**src/rtl/scratch_ram.sv**
```systemverilog
module scratch_ram #(
  parameter int ADDR_W      = 4,
  parameter int DATA_W      = 4,
  parameter int SYNC_STAGES = 2
) (
  input  logic              clk,
  input  logic              rst,
  input  logic              mem_en_n,
  input  logic              wr_en_n,
  input  logic [ADDR_W-1:0] addr,
  input  logic [DATA_W-1:0] din,
  output logic [DATA_W-1:0] dout,
  output logic              dout_oe
);
  localparam int DEPTH = 1 << ADDR_W;

  logic [SYNC_STAGES-1:0]        me_sync, we_sync;
  logic                          me_d1, sel;
  logic [ADDR_W-1:0]             addr_q;
  logic [DEPTH-1:0][DATA_W-1:0]  mem;

  wire me_q      = me_sync[SYNC_STAGES-1];
  wire we_q      = we_sync[SYNC_STAGES-1];
  wire fall      = me_d1 & ~me_q;
  wire active    = sel & ~me_q;
  wire write_now = active & ~we_q;
  wire read_now  = active & we_q;

  // Enable chain resets low so a held-low enable never looks like an edge.
  always_ff @(posedge clk) begin
    if (rst) begin
      me_sync <= '0;
      we_sync <= '1;
      me_d1   <= 1'b0;
    end else begin
      me_sync[0] <= mem_en_n;
      we_sync[0] <= wr_en_n;
      for (int i = 1; i < SYNC_STAGES; i++) begin
        me_sync[i] <= me_sync[i-1];
        we_sync[i] <= we_sync[i-1];
      end
      me_d1 <= me_q;
    end
  end

  always_ff @(posedge clk) begin
    if (rst) begin
      sel    <= 1'b0;
      addr_q <= '0;
    end else if (fall) begin
      sel    <= 1'b1;
      addr_q <= addr;
    end else if (me_q) begin
      sel    <= 1'b0;
    end
  end

  always_ff @(posedge clk) begin
    if (write_now) mem[addr_q] <= din;
  end

  always_ff @(posedge clk) begin
    if (rst) begin
      dout    <= '0;
      dout_oe <= 1'b0;
    end else begin
      dout_oe <= read_now;
      dout    <= read_now ? ~mem[addr_q] : '0;
    end
  end

  assert_sel_needs_edge_R7: assert property (@(posedge clk) disable iff (rst)
    $rose(sel) |-> $past(fall));

  assert_addr_held_R2: assert property (@(posedge clk) disable iff (rst)
    (sel && !me_q) |=> $stable(addr_q));

  assert_read_keeps_mem_R4: assert property (@(posedge clk) disable iff (rst)
    read_now |=> $stable(mem));

  assert_write_floats_R5: assert property (@(posedge clk) disable iff (rst)
    !we_q |=> !dout_oe);

  assert_disabled_floats_R6: assert property (@(posedge clk) disable iff (rst)
    me_q |=> !dout_oe);

  assert_disabled_no_write_R6: assert property (@(posedge clk) disable iff (rst)
    me_q |=> $stable(mem));

  assert_oe_means_read_R3: assert property (@(posedge clk) disable iff (rst)
    dout_oe |-> $past(sel && !me_q && we_q));
endmodule

```
**config.mk**
```make
export PLATFORM = sky130hd
export DESIGN_NAME = scratch_ram
export DESIGN_NICKNAME = d
export VERILOG_FILES = /design/src/rtl/scratch_ram.sv
export SDC_FILE = /design/constraint.sdc
export NUM_CORES = 1
export LEC_CHECK = 0
export ABC_AREA = 1
export BUFFER_PORTS_ARGS = -buffer_cell sky130_fd_sc_hd__buf_4
export CORE_MARGIN = 2
export CORE_UTILIZATION = 54
export DETAILED_ROUTE_END_ITERATION = 7
export PLACE_DENSITY = 0.73
export SYNTH_ARGS = -nofsm -noshare
export SYNTH_HDL_FRONTEND = slang
export SYNTH_SLANG_ARGS = --single-unit
```
**constraint.sdc**
```tcl
create_clock -name clk -period 1.3 [get_ports clk]
set_clock_uncertainty 0.1 [all_clocks]
set_input_delay 0.13 -clock clk [delete_from_list [all_inputs] [get_ports clk]]
set_output_delay 0.13 -clock clk [all_outputs]
set_load 0.01 [all_outputs]
```
==> results.sh <==
export IMPL_drcViolationCount=0
export IMPL_grt_pass1_wl_um=11500
export IMPL_power_frac_comb=0.053
export IMPL_placement_io_buffers=16
export IMPL_yosys_top_cells_area="edfxtp_1, nand2_1, dfxtp_1"
export IMPL_layout_drive_gt1_share=0.203
export IMPL_tightestPinTransition_ns=0.407
export IMPL_hold_viol=0
export IMPL_netlist_area_mm2=0.00345
export IMPL_p_int_mw=4.11
export IMPL_path_cells="inv_2 -> nand2_4 -> nor2_4 -> buf_12 -> nand3_4 -> nor2_4"
export IMPL_worstSetupStartpointType="flip-flop"
export IMPL_fin_util=0.676
export IMPL_diodes=0
export IMPL_tns_ns=-4.61
export IMPL_gp_congestion=0.779
export IMPL_synth_top_family_by_area="simple AND/OR/NAND/NOR gates"
export IMPL_timing_worst_setup_path_type="flip-flop to flip-flop"
export IMPL_rr_startpoint="me_sync[1]"
export IMPL_crit_family="simple AND/OR/NAND/NOR gates"
export IMPL_crit_slowest_cell="dfxtp_1"
export IMPL_status="finished with violations"
export IMPL_seq_area_frac_synth=0.644
export IMPL_yosys_area_share_xor_xnor=0
export IMPL_drt_total_wl_um=7110
export IMPL_hold_slack_ns=0.0191
export IMPL_max_stage_delay_ns=0.31
export IMPL_placed_cell_area_mm2=0.00386
export IMPL_overflow=0
export IMPL_min_path_type="input pin to flip-flop"
export IMPL_multi_input_area_mm2=0.00105
export IMPL_viasPerCell=4.92
export IMPL_htree_num_levels=3
export IMPL_power_mw=5.15
export IMPL_die_y_um=84.0
export IMPL_synth_compound_gate_area_share=0.0130
export IMPL_ys_flop_type="edfxtp_1"
export IMPL_swShare=0.201
export IMPL_violations="negative setup slack"
export IMPL_synth_most_common_cell="nand2_1"
export IMPL_postLayoutCellArea_mm2=0.00424
export IMPL_yosysWarningCount=0
export IMPL_fmax_mhz=710
export IMPL_clockPowerShare=0.413
export IMPL_cp_max_fo=4
export IMPL_synthSimpleGateAreaFrac=0.231
export IMPL_wl_per_cell_um=14.2
export IMPL_cts_sinks=79
export IMPL_regToRegSetupSlack_ns=-0.11
export IMPL_relSlewSlack=0.728
export IMPL_initial_core_util=0.550
export IMPL_antenna_found_initial=0
export IMPL_cts_buffers=9
export IMPL_grt_pass1_vias=2361
export IMPL_dp_hpwl_um=4520
export IMPL_fin_crit_ns=1.41
export IMPL_syn_to_final_growth_pct=22.9
export IMPL_hp_start="addr[2]"
export IMPL_synth_edf_count=64
export IMPL_num_vias=2463
export IMPL_setup_viol=68
export IMPL_grt_use_total=0.219
export IMPL_avgSynthCellArea_um2=8.99
export IMPL_core_area_mm2=0.00628
export IMPL_maxCapViolCount=0
export IMPL_die_w_um=84.0
export IMPL_synth_top_area_cell="edfxtp_1"
export IMPL_syn_nets=396
export IMPL_worstSetupEndpointType="flip-flop"
export IMPL_synth_top_area_share=0.557
export IMPL_synth_fa_ha_area_frac=0
export IMPL_cts_root_buf="clkbuf_8"
export IMPL_ys_types=15
export IMPL_crit_path_frequent_cell="nor2_4"
export IMPL_arrival_ns=1.37
export IMPL_clk_pin_slew_worst_paths_ns=0.08
export IMPL_synth_common_cells="nand2_1, inv_1, edfxtp_1, nor2_1, dfxtp_1"
export IMPL_power_switching_mw=1.04
export IMPL_period_share=1.08
export IMPL_muxShareOfSynthArea=0
export IMPL_cts_tree="yes"
export IMPL_register_area_mm2=0.00223
export IMPL_cp_startpoint="me_sync[1]"
export IMPL_drtPass1Iterations=5
export IMPL_rows=29
export IMPL_clk_latency_ns=0.35
export IMPL_layout_nets=431
export IMPL_drt_initial_drc_count=143
export IMPL_cp_num_buf_inv=2
export IMPL_p_leak_nw=1.93
export IMPL_ant_nets=0
export IMPL_die_area_mm2=0.00705
export IMPL_clock_path_buffers=2
export IMPL_power_density_mw_per_mm2=1210
export IMPL_ys_seq_elements=79
export IMPL_p_seq_frac=0.535
export IMPL_io_pins=17
export IMPL_fillers=467
export IMPL_finalMaxSlewViolations=0
export IMPL_synthArstFlopShare=0
export IMPL_fin_ws_ns=-0.109
export IMPL_post_synth_inst_count=384
export IMPL_grt_max_degree=36
export IMPL_required_ns=1.26
export IMPL_ir_drop_uv=824
export IMPL_rsz0062_at_grt="yes"
## logic make-up (layout without fill, tap and decap cells)
logic type,after synthesis,count (layout)
buffers and inverters,87,127
flip-flops,79,79
AND/OR/NAND/NOR,209,209
AO/OA/AOI/OAI,9,9
## cell usage in the layout (no fill, tap or decap)
cell type / instances
clkbuf_1: 1
a21oi_1: 5
dlygate4sd3_1: 5
clkinv_2: 1
buf_12: 3
inv_2: 3
inv_1: 72
nand3_4: 4
or2_2: 2
nand2_4: 1
nor2_4: 17
dfxtp_1: 10
dfxtp_2: 4
buf_16: 1
buf_4: 25
inv_12: 1
nor2_2: 2
dfxtp_4: 1
clkinvlp_4: 2
bufinv_16: 3
nor2_1: 12
nand2_1: 164
clkbuf_8: 9
inv_4: 1
nand2_2: 6
edfxtp_1: 64
nand4_1: 1
o21ai_0: 4
## worst register-to-register path: stages (launching register included)
cell and delay [ns]:
dfxtp_1 0.31, inv_2 0.07, nand2_4 0.05, nor2_4 0.09, buf_12 0.13, nand3_4 0.16
nor2_4 0.21
## area by class of cell
class                      instances  share of cell area
clock buffer                      10              0.0301
clock inverter                     6              0.0260
inverter                          77              0.0717
multi-input combinational        218               0.247
sequential                        79               0.526
tap                               77              0.0227
timing repair buffer              34              0.0767
## final timing paths
check                             endpoint  cells past startpoint
worst max-delay path                mem[3]                      6
worst min-delay path             addr_q[2]                      3
worst max register to register      mem[3]                      6
worst min register to register  me_sync[1]                      2
## state kept, by name, indices dropped and copies added (netlist names)
name,flops
sel,1
dout_oe,1
me_sync,2
mem,64
dout,4
me_d1,1
addr_q,4
we_sync,2
## metrics by stage
stage | std cells | worst slack, ns
2_1_floorplan | 384 | -0.0842
4_1_cts | 501 | -0.0951
3_5_place_dp | 478 | -0.200
3_3_place_gp | 478 | -0.163
5_1_grt | 501 | -0.164
6_report | 501 | -0.109
## power by group through the flow
stage | Clock, mW | Combinational, mW | Sequential, mW
floorplan | 0 | 0.140 | 2.80
global placement | 0 | 0.235 | 2.81
detailed placement | 0 | 0.239 | 2.81
CTS | 2.14 | 0.264 | 2.75
global route | 2.23 | 0.296 | 2.75
finish | 2.12 | 0.271 | 2.75
## what timing repair did
action                                 CTS  global route
hold buffers                             5             0
buffers inserted                         1             0
gates cloned                             1             0
endpoints found under the hold margin    8             0
resized for setup                       11             7
setup endpoints to repair               68            69
pin swaps                                7             7
## layer usage
metal / vias up / wire length [µm] / GRT usage
li1: 1226 / - / -
met3: 13 / 371 / 0.0524
met2: 76 / 3550 / 0.368
met1: 1148 / 3010 / 0.272
met4: 0 / 174 / 0.0938
met5: - / 0 / 0
(Power assumes the default switching activity.)
